--- src/rtl/swe_pkg.sv ---
package swe_pkg;

  // Output path selection driven by the mode pin.
  typedef enum logic {
    MODE_SCRAMBLED = 1'b0,
    MODE_RAW       = 1'b1
  } out_mode_e;

  // Default geometry of the serializer and the scrambler generator.
  localparam int unsigned DEF_WORD_W    = 10;
  localparam int unsigned DEF_LONG_TAP  = 9;
  localparam int unsigned DEF_SHORT_TAP = 4;

endpackage

--- src/rtl/swe_word_shifter.sv ---
module swe_word_shifter #(
  parameter int unsigned WORD_W = swe_pkg::DEF_WORD_W,
  parameter logic [WORD_W-1:0] IDLE_WORD = '0
) (
  input  logic              clk,
  input  logic              rst_n,
  input  logic              advance,
  input  logic              in_valid,
  output logic              in_ready,
  input  logic [WORD_W-1:0] in_data,
  output logic              bit_out
);

  localparam int unsigned CW = $clog2(WORD_W);
  localparam logic [CW-1:0] LAST_SLOT = CW'(WORD_W - 1);

  logic [CW-1:0]     slot_q;
  logic [WORD_W-1:0] shreg_q;
  logic              at_last;

  assign at_last  = (slot_q == LAST_SLOT);
  assign in_ready = advance && at_last;
  assign bit_out  = shreg_q[0];

  always_ff @(posedge clk or negedge rst_n) begin
    if (!rst_n) begin
      slot_q  <= LAST_SLOT;
      shreg_q <= '0;
    end else if (advance) begin
      if (at_last) begin
        slot_q  <= '0;
        shreg_q <= in_valid ? in_data : IDLE_WORD;
      end else begin
        slot_q  <= slot_q + 1'b1;
        shreg_q <= {1'b0, shreg_q[WORD_W-1:1]};
      end
    end
  end

  // slot counter advances one step per locked cycle inside a word
  assert_slot_step_R1: assert property (@(posedge clk) disable iff (!rst_n)
    (advance && !at_last) |=> (slot_q == $past(slot_q) + 1'b1));

  // accepted word lands in the shift register
  assert_word_load_R2: assert property (@(posedge clk) disable iff (!rst_n)
    (in_valid && in_ready) |=> (shreg_q == $past(in_data)));

  // idle word fills an empty slot
  assert_idle_fill_R8: assert property (@(posedge clk) disable iff (!rst_n)
    (!in_valid && in_ready) |=> (shreg_q == IDLE_WORD));

  // nothing moves while unlocked
  assert_shift_hold_R7: assert property (@(posedge clk) disable iff (!rst_n)
    !advance |=> ($stable(slot_q) && $stable(shreg_q)));

endmodule

--- src/rtl/swe_scrambler.sv ---
module swe_scrambler #(
  parameter int unsigned LONG_TAP  = swe_pkg::DEF_LONG_TAP,
  parameter int unsigned SHORT_TAP = swe_pkg::DEF_SHORT_TAP
) (
  input  logic clk,
  input  logic rst_n,
  input  logic advance,
  input  logic din,
  output logic dout
);

  // hist_q[k] holds the scrambled bit produced k+1 steps ago.
  logic [LONG_TAP-1:0] hist_q;

  assign dout = din ^ hist_q[LONG_TAP-1] ^ hist_q[SHORT_TAP-1];

  always_ff @(posedge clk or negedge rst_n) begin
    if (!rst_n) begin
      hist_q <= '0;
    end else if (advance) begin
      hist_q <= {hist_q[LONG_TAP-2:0], dout};
    end
  end

  // history is a pure delay line of scrambled bits
  assert_hist_shift_R3: assert property (@(posedge clk) disable iff (!rst_n)
    advance |=> (hist_q[LONG_TAP-1:1] == $past(hist_q[LONG_TAP-2:0])));

  // scrambler state retained while unlocked
  assert_hist_hold_R7: assert property (@(posedge clk) disable iff (!rst_n)
    !advance |=> $stable(hist_q));

endmodule

--- src/rtl/swe_nrzi.sv ---
module swe_nrzi (
  input  logic clk,
  input  logic rst_n,
  input  logic advance,
  input  logic din,
  output logic level_next,
  output logic level
);

  logic level_q;

  assign level      = level_q;
  assign level_next = level_q ^ din;

  always_ff @(posedge clk or negedge rst_n) begin
    if (!rst_n) begin
      level_q <= 1'b0;
    end else if (advance) begin
      level_q <= level_next;
    end
  end

  // a scrambled one flips the line level
  assert_one_toggles_R4: assert property (@(posedge clk) disable iff (!rst_n)
    (advance && din) |=> (level_q != $past(level_q)));

  // a scrambled zero keeps the line level
  assert_zero_holds_R4: assert property (@(posedge clk) disable iff (!rst_n)
    (advance && !din) |=> $stable(level_q));

  // NRZI level retained while unlocked
  assert_level_hold_R7: assert property (@(posedge clk) disable iff (!rst_n)
    !advance |=> $stable(level_q));

endmodule

--- src/rtl/serial_word_encoder.sv ---
module serial_word_encoder #(
  parameter int unsigned WORD_W    = swe_pkg::DEF_WORD_W,
  parameter int unsigned LONG_TAP  = swe_pkg::DEF_LONG_TAP,
  parameter int unsigned SHORT_TAP = swe_pkg::DEF_SHORT_TAP,
  parameter logic [WORD_W-1:0] IDLE_WORD = '0
) (
  input  logic              clk,
  input  logic              rst_n,
  input  logic              lock_ok,
  input  logic              bypass_sel,
  input  logic              word_valid,
  output logic              word_ready,
  input  logic [WORD_W-1:0] word_data,
  output logic              sdo
);

  import swe_pkg::*;

  out_mode_e mode;
  logic      raw_bit;
  logic      scr_bit;
  logic      nrzi_next;
  logic      nrzi_level;
  logic      sdo_q;

  assign mode = out_mode_e'(bypass_sel);

  swe_word_shifter #(
    .WORD_W    (WORD_W),
    .IDLE_WORD (IDLE_WORD)
  ) u_shift (
    .clk      (clk),
    .rst_n    (rst_n),
    .advance  (lock_ok),
    .in_valid (word_valid),
    .in_ready (word_ready),
    .in_data  (word_data),
    .bit_out  (raw_bit)
  );

  swe_scrambler #(
    .LONG_TAP  (LONG_TAP),
    .SHORT_TAP (SHORT_TAP)
  ) u_scr (
    .clk     (clk),
    .rst_n   (rst_n),
    .advance (lock_ok),
    .din     (raw_bit),
    .dout    (scr_bit)
  );

  swe_nrzi u_nrzi (
    .clk        (clk),
    .rst_n      (rst_n),
    .advance    (lock_ok),
    .din        (scr_bit),
    .level_next (nrzi_next),
    .level      (nrzi_level)
  );

  always_ff @(posedge clk or negedge rst_n) begin
    if (!rst_n) begin
      sdo_q <= 1'b0;
    end else if (!lock_ok) begin
      sdo_q <= 1'b0;
    end else if (mode == MODE_RAW) begin
      sdo_q <= raw_bit;
    end else begin
      sdo_q <= nrzi_next;
    end
  end

  assign sdo = sdo_q;

  // output forced low while the bit clock is not valid
  assert_gate_low_R7: assert property (@(posedge clk) disable iff (!rst_n)
    !lock_ok |=> !sdo);

  // raw mode forwards the serializer bit
  assert_raw_path_R6: assert property (@(posedge clk) disable iff (!rst_n)
    (lock_ok && bypass_sel) |=> (sdo == $past(raw_bit)));

  // scrambled mode forwards the NRZI line level
  assert_nrzi_path_R5: assert property (@(posedge clk) disable iff (!rst_n)
    (lock_ok && !bypass_sel) |=> (sdo == nrzi_level));

  // no word is requested while unlocked
  assert_ready_locked_R1: assert property (@(posedge clk) disable iff (!rst_n)
    !lock_ok |-> !word_ready);

endmodule

--- config.mk ---
export PLATFORM = sky130hd
export DESIGN_NAME = serial_word_encoder
export DESIGN_NICKNAME = d
export VERILOG_FILES = /design/src/rtl/swe_pkg.sv /design/src/rtl/swe_word_shifter.sv /design/src/rtl/swe_scrambler.sv /design/src/rtl/swe_nrzi.sv /design/src/rtl/serial_word_encoder.sv
export SDC_FILE = /design/constraint.sdc
export NUM_CORES = 1
export LEC_CHECK = 0
export BUFFER_PORTS_ARGS = -buffer_cell sky130_fd_sc_hd__buf_2
export CORE_UTILIZATION = 30
export CTS_CLUSTER_DIAMETER = 50
export DETAILED_ROUTE_END_ITERATION = 6
export PLACE_DENSITY_LB_ADDON = 0.15
export SETUP_SLACK_MARGIN = 0.5
export SLEW_MARGIN = 20
export SYNTH_ARGS = -nofsm -noshare
export SYNTH_HDL_FRONTEND = slang
export SYNTH_SLANG_ARGS = --single-unit
export TNS_END_PERCENT = 30
--- constraint.sdc ---
create_clock -name clk -period 1.4 [get_ports clk]
set_input_delay 0.07 -clock clk [delete_from_list [all_inputs] [get_ports clk]]
set_output_delay 0.07 -clock clk [all_outputs]
set_load 0.005 [all_outputs]
==> results list <==
* Maximum single-stage delay on the critical path: around 0.54 ns
- Residual antenna-violating net count after detailed routing: 0
* M3 GR Usage: 2.289%
- Derived from the worst setup path, the maximum achievable clock frequency is roughly 690 MHz.
- Average size of a mapped cell: 13.01 sq um
- The first TritonRoute pass finished after 3 iterations.
* Die height: roughly 65 um
* Number of setup violations in the final report: 3
* Global-route met1 utilization: between 10% and 20%
- Number of buffers added by the clock tree synthesis step: 3
- The later pin in the worst-skew pair is clocked with a latency of between 0.2 and 0.3 ns.
- Pwr per Cell Area: between 1500 and 2000 nW/um^2
* Register bit count reported by yosys: 25
* Routed wire length: a little under 2000 um
- Headroom to the max-slew limit came out at between 60% and 70%.
* Smallest setup slack after layout: -0.04983 ns
- DIE AREA: roughly 4200 sq um
- The run finished, with violations left.
- For the final database, setup skew stands at roughly 0.0016 ns.
- TritonCTS sink count: 25
- Clock period minus worst slack: roughly 1.4 ns
- The tightest hold path in the finished design has a slack of 0.05076 ns.
* Violations in the final reports: negative setup slack
* Cell-by-cell trace of the critical path: nor2b_4 > nor3b_4 > buf_12 > buf_6
- In this run the static leakage power is approximately 0.69 nW.
- Count of different cell masters after synthesis: 22
- Most used routing layer: met2
- Mapped Nets: roughly 110
- Final slew viol count: 0
- Drc violations: 0
* Number of buffer and inverter instances along the worst setup path: 2
- In the final layout, the share of cells above drive strength 1 is roughly 40%.
- At the end of routability-driven placement, the weighted congestion stood at 0.6391.
- In this run the deepest clock path goes through 2 buffers.
- Once the floorplan was initialized, standard cells occupied between 30% and 40% of the core.
* Clock root buffer: clkbuf_8
* Class of the most critical setup path: reg2out
- Worst Path Max Fanout: 3
- Hpwl dp: around 1300 um
* RSZ-0062 raised after global routing: true
* Area post-placement: approximately 1300 sq um
- In this run the cell area of the synthesized design comes to ~1200 sq um.
* Kind of cell adding the most delay to the critical path: flip-flops
- At the worst endpoint, the required time is 1.33 ns.
- From left edge to right edge, the die measures between 60 and 70 um.
- For this run, the post-layout net count is 130.
* Routed vias/inst: 4.475
- Setup slack on the worst reg-to-reg path comes out at -0.01 ns.
- Vias in the first global route: 758
* Largest net degree at the start of global routing: 26
* Clock transition at the register clock pins on the worst setup and hold paths after CTS: 0.08 ns
* Non-filler cells in the finished layout: ~160
* Filler cell count: 390
- Max-cap viol count: 0
* Data arrival, critical path: ~1.4 ns
- Summing internal, switching and leakage power gives approximately 2.5 mW.
* Warning count from the yosys run: 0
- TritonCTS built the clock tree.
- Post-synthesis sequential area ratio: a little over half
* Rows: 22
- During I/O placement, the number of pins put on the boundary was 17.
* Number of port buffers: 16
* Tightest Pin Transition: about 0.56 ns
- Detailed Route Iter0 Violations: 17
- Antenna fix cells: 0
* GR Util All Layers: 10.70%
- First-pass GRT wire length: about 3400 um
* Master of the slowest instance on the critical path: dfstp_2
* Total placed cells including tap cells: between 150 and 200
- Synth-to-layout area growth: 21.35%
- The final hold violation count was 0.
* Initial antenna violation count: 0
* Tightest Hold Check Type: in2reg
- Critical Path Source Type: flop
- CTS built an H-tree with a depth of 1.
- STA classifies the critical path endpoint as a primary output.
- Global routing consumed, on the met2 layer, 17.19% of the routing resources.
- In the finished design, the share of the clock period the worst path needs comes to 103.6%.
- The routed layout has roughly 730 vias.
- Global routing finished with a remaining overflow of 0.
- Final non-filler cell area: 1436 sq um
* Routed WL per cell: 12.02 um
* Cell count after synthesis: 91
* Placeable Area: 3716 sq um
- Peak supply drop: ~0.00052 V
-- layout by cell type, fill, tap and decap left out, types with 3 or more instances in the layout --
master | netlist | layout
dfrtp_1 | 23 | 23
mux2i_1 | 19 | 19
buf_2 | 0 | 15
nand2_1 | 11 | 11
mux2_2 | 10 | 8
buf_4 | 1 | 4
clkbuf_8 | 0 | 3
buf_6 | 4 | 3
-- worst register-to-register path, stage by stage (launching register included) --
cell	delay [ns]
dfstp_2	0.54
nor2b_4	0.14
nor3b_4	0.23
buf_12	0.14
buf_6	0.12
mux2i_1	0.18
-- metrics by stage --
step	setup TNS (ns)	util [%]	worst slack, ns
after global placement	0	35.29	0.08708
after detailed placement	0	35.29	0.07647
after floorplan	0	-	0.1306
after CTS	-0.3524	38.05	-0.05713
after global routing	-0.9399	38.65	-0.1301
final	-0.05627	38.65	-0.04983
-- logic make-up (layout without fill, tap and decap cells) --
logic type	Yosys count	after routing	synth area share [%]
buffers and inverters	7	30	5.074
AO/OA/AOI/OAI	5	5	2.854
XOR/XNOR	4	4	2.960
AND/OR/NAND/NOR	21	21	10.46
flip-flops	25	25	53.07
multiplexers	29	29	25.58
-- where the power goes --
group / internal [mW] / total (mW) / leakage [nW] / switching (mW)
Combinational: 0.519 / 0.816 / 0.342 / 0.298
Sequential: 1.05 / 1.28 / 0.320 / 0.231
Clock: 0.203 / 0.412 / 0.0228 / 0.210
Total: 1.77 / 2.51 / 0.685 / 0.739
-- repair_timing --
| action | in CTS | in global routing |
|---|---|---|
| pin swaps | 2 | 3 |
| endpoints found under the setup margin | 17 | 17 |
| gates resized for setup | 6 | 3 |
| buffers inserted | 3 | 1 |
| cloned | 0 | 0 |
| hold endpoints to repair | 23 | 0 |
| hold buffers | 1 | 0 |
-- registers in the layout, indices dropped and copies added, names as in the netlist --
signal           cells
u_scr.hist_q         9
u_shift.shreg_q     10
sdo                  1
u_shift.slot_q       4
u_nrzi.level         1
-- final timing paths --
kind                                        start                  to  cells past startpoint
worst min register to register  u_shift.slot_q[3]   u_shift.slot_q[3]                      2
worst max register to register  u_shift.slot_q[3]  u_shift.shreg_q[8]                      5
max in group asynchronous                   rst_n  u_shift.shreg_q[9]                      2
worst max-delay path            u_shift.slot_q[3]          word_ready                      4
worst min-delay path                 word_data[6]  u_shift.shreg_q[6]                      3
min in group asynchronous                   rst_n        u_nrzi.level                      2
-- layer usage --
metal	wire length [um]	share of wire (%)
met2	882	45
met4	8	0.41
met5	0	0
met1	966	50
met3	90	4.6
-- cell type report --
type                    instances  area [sq um]  share of cell area (%)
clock buffers                   4         45.04                   3.136
inverters                       2         7.507                  0.5226
multi-input cells              59         526.8                   36.67
flip-flops and latches         25         628.1                   43.73
well taps                      48         60.06                   4.181
repair buffers                 24         168.9                   11.76
-- cells in the mapped netlist, drive strengths merged --
master / n / share of area, %
dfrtp: 23 / 49
mux2i: 19 / 16
nand2: 12 / 4.4
mux2: 10 / 9.5
buf: 5 / 4.4
nor2b: 3 / 1.8
o21ai: 3 / 1.3
dfstp: 2 / 4.4
inv: 2 / 0.63
xnor2: 2 / 1.5
xor2: 2 / 1.5
a21o: 1 / 0.74
a32o: 1 / 0.85
and4b: 1 / 0.95
nand2b: 1 / 0.53
nand3: 1 / 0.42
nor2: 1 / 0.32
nor3: 1 / 0.42
nor3b: 1 / 1.6
Power figures use the tool's default switching activity.
